$ cat src/rtl/contention_pkg.sv
package contention_pkg;
  localparam int CYC_W = 32;
  localparam int IDX_W = 3;

  typedef enum logic [2:0] {
    OP_ADD   = 3'd0,
    OP_MUL   = 3'd1,
    OP_FMA   = 3'd2,
    OP_CONV  = 3'd3,
    OP_OTHER = 3'd4,
    OP_DIV   = 3'd5,
    OP_SDIV  = 3'd6,
    OP_SPARE = 3'd7
  } opClass_e;

  typedef struct packed {
    logic             book;
    logic [IDX_W-1:0] inst;
    logic [CYC_W-1:0] value;
  } bookStrobe_t;
endpackage

$ cat src/rtl/contention_dp.sv
module contention_dp
  import contention_pkg::*;
#(
  parameter int NUM_INST = 5
) (
  input  logic             clk,
  input  logic             rst,
  input  bookStrobe_t      strobe,
  output logic [CYC_W-1:0] cycleNow,
  output logic [CYC_W-1:0] nextAccept [NUM_INST]
);

  always_ff @(posedge clk) begin
    if (rst) cycleNow <= '0;
    else     cycleNow <= cycleNow + 1'b1;
  end

  always_ff @(posedge clk) begin
    for (int i = 0; i < NUM_INST; i++) begin
      if (rst)
        nextAccept[i] <= '0;
      else if (strobe.book && strobe.inst == IDX_W'(i))
        nextAccept[i] <= strobe.value;
    end
  end

  // free-running stamp source
  assert_counter_step_R1: assert property (@(posedge clk) disable iff (rst)
    $past(!rst) |-> cycleNow == $past(cycleNow) + 1'b1);

  generate
    for (genvar g = 0; g < NUM_INST; g++) begin : g_mono
      // bookings only push an instance further out
      assert_accept_monotone_R8: assert property (@(posedge clk) disable iff (rst)
        $past(!rst) |-> nextAccept[g] >= $past(nextAccept[g]));
    end
  endgenerate

endmodule

$ cat src/rtl/contention_ctrl.sv
module contention_ctrl
  import contention_pkg::*;
#(
  parameter int BASE_INST = 4,
  parameter int DIV_INST  = 1,
  parameter int LAT_BASE  = 1,
  parameter int BW_BASE   = 1,
  parameter int LAT_DIV   = 14,
  parameter int BW_DIV    = 14,
  parameter int LAT_SDIV  = 10,
  parameter int BW_SDIV   = 10,
  localparam int NUM_INST = BASE_INST + DIV_INST
) (
  input  logic             clk,
  input  logic             rst,
  input  logic             reqValid,
  input  logic             reqPool,
  input  logic [2:0]       reqOp,
  input  logic [CYC_W-1:0] cycleNow,
  input  logic [CYC_W-1:0] nextAccept [NUM_INST],
  output bookStrobe_t      strobe,
  output logic             grant,
  output logic [CYC_W-1:0] stallCycles,
  output logic [CYC_W-1:0] resultReadyCycle,
  output logic [IDX_W-1:0] issueInst
);

  logic [CYC_W-1:0] opLat, opBw;
  logic [CYC_W-1:0] bestVal, stallAmt, issueAt;
  logic [IDX_W-1:0] bestIdx;
  logic             found;

  // per-class timing chosen by tag
  always_comb begin
    case (opClass_e'(reqOp))
      OP_DIV:  begin opLat = CYC_W'(LAT_DIV);  opBw = CYC_W'(BW_DIV);  end
      OP_SDIV: begin opLat = CYC_W'(LAT_SDIV); opBw = CYC_W'(BW_SDIV); end
      default: begin opLat = CYC_W'(LAT_BASE); opBw = CYC_W'(BW_BASE); end
    endcase
  end

  // earliest-free instance of the requested pool, lowest index on ties
  always_comb begin
    found   = 1'b0;
    bestIdx = '0;
    bestVal = '0;
    for (int i = 0; i < NUM_INST; i++) begin
      if ((reqPool == (i >= BASE_INST)) && (!found || nextAccept[i] < bestVal)) begin
        found   = 1'b1;
        bestIdx = IDX_W'(i);
        bestVal = nextAccept[i];
      end
    end
  end

  assign stallAmt = (bestVal > cycleNow) ? (bestVal - cycleNow) : '0;
  assign issueAt  = cycleNow + stallAmt;

  assign strobe.book  = reqValid && !rst;
  assign strobe.inst  = bestIdx;
  assign strobe.value = issueAt + opBw;

  assign grant            = reqValid && (stallAmt == '0);
  assign stallCycles      = reqValid ? stallAmt : '0;
  assign resultReadyCycle = reqValid ? (issueAt + opLat) : '0;
  assign issueInst        = reqValid ? bestIdx : '0;

  // chosen instance lies in the requested pool
  assert_pool_member_R4: assert property (@(posedge clk) disable iff (rst)
    reqValid |-> (reqPool == (issueInst >= IDX_W'(BASE_INST))));

  // all instances are free right after reset
  assert_fresh_after_reset_R2: assert property (@(posedge clk) disable iff (rst)
    (reqValid && $past(rst)) |-> (grant && stallCycles == '0));

  // a result is never ready in the issue-request cycle
  assert_ready_ahead_R7: assert property (@(posedge clk) disable iff (rst)
    reqValid |-> resultReadyCycle > cycleNow);

  // idle cycles report nothing
  assert_idle_quiet_R8: assert property (@(posedge clk) disable iff (rst)
    !reqValid |-> (!grant && stallCycles == '0 && resultReadyCycle == '0));

endmodule

$ cat src/rtl/shared_unit_tracker.sv
module shared_unit_tracker
  import contention_pkg::*;
#(
  parameter int BASE_INST = 4,
  parameter int DIV_INST  = 1,
  parameter int LAT_BASE  = 1,
  parameter int BW_BASE   = 1,
  parameter int LAT_DIV   = 14,
  parameter int BW_DIV    = 14,
  parameter int LAT_SDIV  = 10,
  parameter int BW_SDIV   = 10
) (
  input  logic             clk,
  input  logic             rst,
  input  logic             reqValid,
  input  logic             reqPool,
  input  logic [2:0]       reqOp,
  output logic             grant,
  output logic [CYC_W-1:0] stallCycles,
  output logic [CYC_W-1:0] resultReadyCycle,
  output logic [IDX_W-1:0] issueInst
);

  localparam int NUM_INST = BASE_INST + DIV_INST;

  bookStrobe_t      strobe;
  logic [CYC_W-1:0] cycleNow;
  logic [CYC_W-1:0] nextAccept [NUM_INST];

  contention_ctrl #(
    .BASE_INST(BASE_INST), .DIV_INST(DIV_INST),
    .LAT_BASE(LAT_BASE), .BW_BASE(BW_BASE),
    .LAT_DIV(LAT_DIV), .BW_DIV(BW_DIV),
    .LAT_SDIV(LAT_SDIV), .BW_SDIV(BW_SDIV)
  ) u_ctrl (
    .clk(clk), .rst(rst),
    .reqValid(reqValid), .reqPool(reqPool), .reqOp(reqOp),
    .cycleNow(cycleNow), .nextAccept(nextAccept),
    .strobe(strobe), .grant(grant), .stallCycles(stallCycles),
    .resultReadyCycle(resultReadyCycle), .issueInst(issueInst)
  );

  contention_dp #(.NUM_INST(NUM_INST)) u_dp (
    .clk(clk), .rst(rst), .strobe(strobe),
    .cycleNow(cycleNow), .nextAccept(nextAccept)
  );

endmodule

$ cat config.mk
export PLATFORM = sky130hd
export DESIGN_NAME = shared_unit_tracker
export DESIGN_NICKNAME = d
export VERILOG_FILES = /design/src/rtl/contention_pkg.sv /design/src/rtl/contention_dp.sv /design/src/rtl/contention_ctrl.sv /design/src/rtl/shared_unit_tracker.sv
export SDC_FILE = /design/constraint.sdc
export NUM_CORES = 1
export LEC_CHECK = 0
export ABC_AREA = 0
export BUFFER_PORTS_ARGS = -buffer_cell sky130_fd_sc_hd__buf_2
export CAP_MARGIN = 20
export CORE_MARGIN = 2
export CORE_UTILIZATION = 25
export CTS_BUF_LIST = sky130_fd_sc_hd__clkbuf_8 sky130_fd_sc_hd__clkbuf_16
export DETAILED_ROUTE_END_ITERATION = 16
export PLACE_DENSITY = 0.43
export SYNTH_ARGS = -nofsm -noshare
export SYNTH_HDL_FRONTEND = slang
export SYNTH_SLANG_ARGS = --single-unit
$ cat constraint.sdc
create_clock -name clk -period 12.7 [get_ports clk]
set_input_delay 0.635 -clock clk [delete_from_list [all_inputs] [get_ports clk]]
set_output_delay 0.635 -clock clk [all_outputs]
set_load 0.1 [all_outputs]
---- Word-level counts from Yosys, hierarchy flattened ----
Index checks and enable logic that the tools add are counted.
storage, ports and cells
  register bits after elaboration ......... 192
  input bits .............................. 7
  output and inout bits ................... 68
  word-level logic and storage cells ...... 61
operators by class
  add/sub/neg operators ................... 4
  $lt $le $gt $ge ......................... 5
  equal/unequal tests ..................... 6
  mux-type cells .......................... 18
  bitwise operators ....................... 1
  reduce and logical (&&, ||, !) cells .... 21
operator list
  kind                     number
  $mux W32                 8
  $lt A32 B32 Y1           4
  $add A32 B32 Y32         2
  $add A32 B1 Y32 const B  1
  $gt A32 B32 Y1           1
  $logic_not A32 Y1        1
  $sub A32 B32 Y32         1
  $logic_and A1 B1 Y1      11
  $eq A3 B3 Y1 const B     3
  $pmux W4 S2              1
  $eq A3 B2 Y1 const B     2
  $mux W3                  2
  $mux W1                  5
  $logic_not A1 Y1         4
  $logic_or A1 B1 Y1       4
  $mux W2                  2
  $eq A3 B1 Y1 const B     1
  $logic_not A3 Y1         1
  $not A1 Y1               1

---- Depth between registers and ports, before layout ----
  word-level depth ........................ 22
  depth in mapped cells ................... 62
  gate-level depth less buffers ........... 55

---- Modules after synthesis ----
A second synthesis with hierarchy kept.
second synthesis, totals
  cell total of the unflattened synthesis .. 2,109
  area, all modules ....................... 15,438.6 um^2
modules (own cells, without submodules)
  module           instances  cells each  area an instance (um^2)  seq. area each (um^2)
  contention_ctrl  1          1,234       8,460.6                  0.0
  contention_dp    1          875         6,977.9                  3,843.7

---- Worst setup path before layout ----
Ideal clock, no wire load.
  kind .................................... input-to-output
  start point ............................. input port reqPool
  end point ............................... output port resultReadyCycle[28]
  arrival time ............................ 14,004 ps
  required time ........................... 12,065 ps
  path slack .............................. -1,939 ps
  stages on the path ...................... 59
  buffers on the path ..................... 9
  cell sequence ........................... clkbuf_1 -> clkbuf_1 -> nand2b_1 -> ha_1 -> a21oi_1 -> o21ai_1 -> a221oi_1 -> o21ai_1 -> a31oi_2 -> clkbuf_1 -> clkbuf_1 -> nand2_1 -> o21ai_0 -> inv_1 -> ha_1 -> nand4_1 -> nor4_1 -> o21ai_1 -> [23 not listed] -> a311o_1 -> a21o_1 -> clkbuf_1 -> buf_1 -> nor2_1 -> fa_1 -> ha_1 -> o21ai_0 -> o211a_1 -> o2111ai_1 -> a2111oi_0 -> o31a_1 -> o21ai_1 -> a21oi_1 -> a21oi_1 -> nor3_1 -> a211oi_2 -> nor2_1
between the ends
  cells in the longest elaborated chain, start to end .. 22
  elaborated cells between the ends (all ways) .. 31
  classes of those cells .................. 3 x add/sub; 5 x order compare; 11 x mux; 1 x bitwise; 11 x reduce/logical
ends and longest elaborated chain
  what                                                       line                       source
  from (decl)                                                shared_unit_tracker.sv:16  input logic reqPool,
  $mux W32                                                   contention_ctrl.sv:48      if ((reqPool == (i >= BASE_INST)) && (!found || nextAccept[i] < bestVal)) begin
  $lt A32 B32 Y1                                             contention_ctrl.sv:48
  $logic_or A1 B1 Y1                                         contention_ctrl.sv:48
  $logic_and A1 B1 Y1                                        contention_ctrl.sv:48
  $mux W32 / $mux W1 (equally long branches)                 contention_ctrl.sv:48
  $lt A32 B32 Y1 / $logic_not A1 Y1 (equally long branches)  contention_ctrl.sv:48
  $logic_or A1 B1 Y1                                         contention_ctrl.sv:48
  $logic_and A1 B1 Y1                                        contention_ctrl.sv:48
  [6 not listed]                                             n/a
  $logic_or A1 B1 Y1                                         contention_ctrl.sv:48
  $logic_and A1 B1 Y1                                        contention_ctrl.sv:48
  $mux W32 *                                                 contention_ctrl.sv:48
  $sub A32 B32 Y32 / $gt A32 B32 Y1 (equally long branches)  contention_ctrl.sv:56      assign stallAmt = (bestVal > cycleNow) ? (bestVal - cycleNow) : '0;
  $mux W32 *                                                 contention_ctrl.sv:56
  $add A32 B32 Y32 *                                         contention_ctrl.sv:57      assign issueAt = cycleNow + stallAmt;
  $add A32 B32 Y32 *                                         n/a
  $mux W32 *                                                 contention_ctrl.sv:65      assign resultReadyCycle = reqValid ? (issueAt + opLat) : '0;
  to (decl)                                                  shared_unit_tracker.sv:20  output logic [CYC_W-1:0] resultReadyCycle,
Every way passes the cells marked *; elsewhere a longest branch is shown, timed or not.

---- Final worst setup path ----
Ends and elaborated chain as after synthesis.

==> run metrics <==
nets 2618; maximum clock path buffer count 2; die width 251 um; CTS tree built; Post-Synth Adder-Cell Area 15.8%; period utilization 98.5%; Compound-Gate Fraction of Synth Area 17.5%; initial antenna violation count 0; DP Cell Count 3110; post-synth design cell area 15200 sq um; Die Y-Extent 251 um; largest net degree at the start of global routing 86; Rel. slew slack 36.2%; 1st-iter DRT viols 793; Max Fclk 79.9 MHz; vias in the first global route 15600; status complete, no violations; Max-cap violations 0; TritonCTS buffer count 17; CTS clk-pin slew, worst paths 0.07 ns; diode count 0; Min Hold Slack 0.456 ns; critical-path maximum fanout 8; clk_lat worst skew 0.47 ns; clock sinks 192; R2R Path Start u_dp.nextAccept[151]; R2R depth 64; Setup Viol. Count Final 0; RSZ-0062 raised after global routing true; Async SR Flop Fraction 0%; final antenna-violating net count 0; Fin. Hold Viols 0; CP Launch Type primary input; Worst R2R End u_dp.nextAccept[159]; CP max-delay cell a311o_1; top cell type by total area after synthesis dfxtp_1; number of flops mapped to enable cells by yosys 0; most frequent cells in the layout buf_4 (441), nor2_1 (189), dfxtp_1 (185); critical path arrival 11.87 ns; Setup TNS 0 ns; Routed WL per cell 17.6 um; commonest non-fill, non-tap cell in the layout buf_4; synth top area cells dfxtp_1 (25%), ha_1 (15%), mux2i_1 (5.7%); vias per inst 4.81; initial core utilization 25.2%; Slew Limit Fails 0; root buf cell clkbuf_16; Post-Synth Simple-Gate Area 21.6%; Critical Path RT 12.06 ns; post-synthesis xor/xnor area fraction 4.83%; I/O Pins 75; htree depth 4; critical path type primary input to output port; core area 60400 sq um; Synth-to-Final Area Change 53.0%; Reg2Reg Setup Slack 1.06 ns; min cycle time layout 12.51 ns; die area 62900 sq um; Final Non-Filler Cells 3217; GR Overflow Total 0; global-route wire length before repair 87400 um; worst hold start u_dp.nextAccept[10]; layout cells sized above 1 36.0%; post-synth top area share 25.2%; Syn Area/Cell 7.87 sq um; Cells after Synth 1936; largest family of logic cells by synthesized area simple AND/OR/NAND/NOR gates; Distinct cells, synth 71; synth warn 0; cts hold-fix bufs 0; Synth Net Count 2132; worst hold stages 2; fraction of the yosys area taken by sequential cells 25.2%; Worst Skew 0.0147 ns; Vias 15500; Max stage delay on crit path 0.42 ns; Yosys reg bits 192; First-pass DRT Iterations 5; Post-DP HPWL 42100 um; Core Rows 90; HP Class register to register; # DRC 0; worst slew pin tran 0.957 ns; Synth Flop Type dfxtp_1; gpl congestion 0.869; GRT Total Usage 17.7%; Final Util 38.6%; Worst Setup End Kind output port; multiplexer share of the synthesized area 9.58%; count of buffers from port buffering 74; Hold EP u_dp.nextAccept[10]; final WL 56600 um
area by class of cell:
cell class                      count  area, sq um
Fill cell                        6090        37000
Multi-Input combinational cell   1535        12300
Timing Repair Buffer              553         5180
Sequential cell                   192         3860
Tap cell                          782          978
Inverter                          123          462
Clock buffer                       18          439
Clock inverter                     14          146
layer usage:
metal | wire, um | GRT usage [%] | vias to the layer above
met3 | 1710 | 2.01 | 68
met4 | 1430 | 5.44 | 0
met2 | 24700 | 27.6 | 274
met1 | 28800 | 25.5 | 7350
li1 | - | - | 7782
met5 | 0 | 0 | -
Yosys cell counts (4+ instances only):
cell type / instances
inv_1: 122
nor4_1: 6
nand2_1: 198
o2111ai_1: 7
mux2i_1: 87
buf_4: 5
nand2b_1: 55
nor4b_1: 4
a31o_2: 4
a21o_1: 39
xnor2_1: 59
nor2b_1: 26
nand3b_1: 14
fa_1: 5
and3_1: 18
buf_2: 13
mux2_1: 17
nor3_1: 33
nand4_1: 35
mux2_2: 34
o21bai_1: 8
a211oi_1: 37
dfxtp_1: 192
ha_1: 184
clkbuf_1: 68
a31oi_1: 11
o31a_1: 6
o21ai_0: 91
o21ai_1: 26
a21boi_0: 4
and2_1: 25
or2_2: 8
o211ai_1: 6
nor2_1: 203
a21oi_1: 137
o211a_1: 5
xor2_1: 25
o21a_1: 11
nand3_1: 56
flip-flops by register name, summed over array words and instances, names as in the netlist:
register         cells
u_dp.cycleNow       32
u_dp.nextAccept    160
cell families after synthesis:
logic type | count (synthesis)
simple gates | 694
compound gates | 426
buf+inv | 212
flops | 192
fa+ha+maj | 189
mux | 139
xor+xnor | 84
critical path: cells and delay by family:
family	cells	cell delay [ns]
xor gates and xnor gates	1	0.13
adders and majority gates	6	1.54
AOI/OAI and AO/OA	25	4.91
and+or+nand+nor	13	1.85
buffers and inverters	16	2.28
muxes	2	0.47
worst max-delay path by stage:
stage                                      end            startpoint  slack, ns
final                     resultReadyCycle[28]               reqPool       0.19
after global routing      resultReadyCycle[31]  u_dp.nextAccept[155]      -0.29
after CTS                 resultReadyCycle[31]               reqPool      0.002
after detailed placement  resultReadyCycle[31]               reqPool      -1.39
after global placement    resultReadyCycle[31]               reqPool      -1.17
after floorplan           resultReadyCycle[28]               reqPool      -0.05
stage by stage:
step           worst slack [ns]  cell area [sq um]
4_1_cts                 0.00171              22200
3_5_place_dp              -1.39              20300
2_1_floorplan           -0.0506              15400
3_3_place_gp              -1.17              20300
6_report                  0.190              23300
5_1_grt                  -0.286              23300
what timing repair did:
action                                  CTS  global route
gates cloned                              5             3
pin swaps                                82           104
endpoints found under the setup margin   74            30
setup buffers                            42            34
gates resized for setup                 187           163
Power is not shown: default switching activity piles up to over one toggle a cycle in this logic, so the estimate is an artifact.
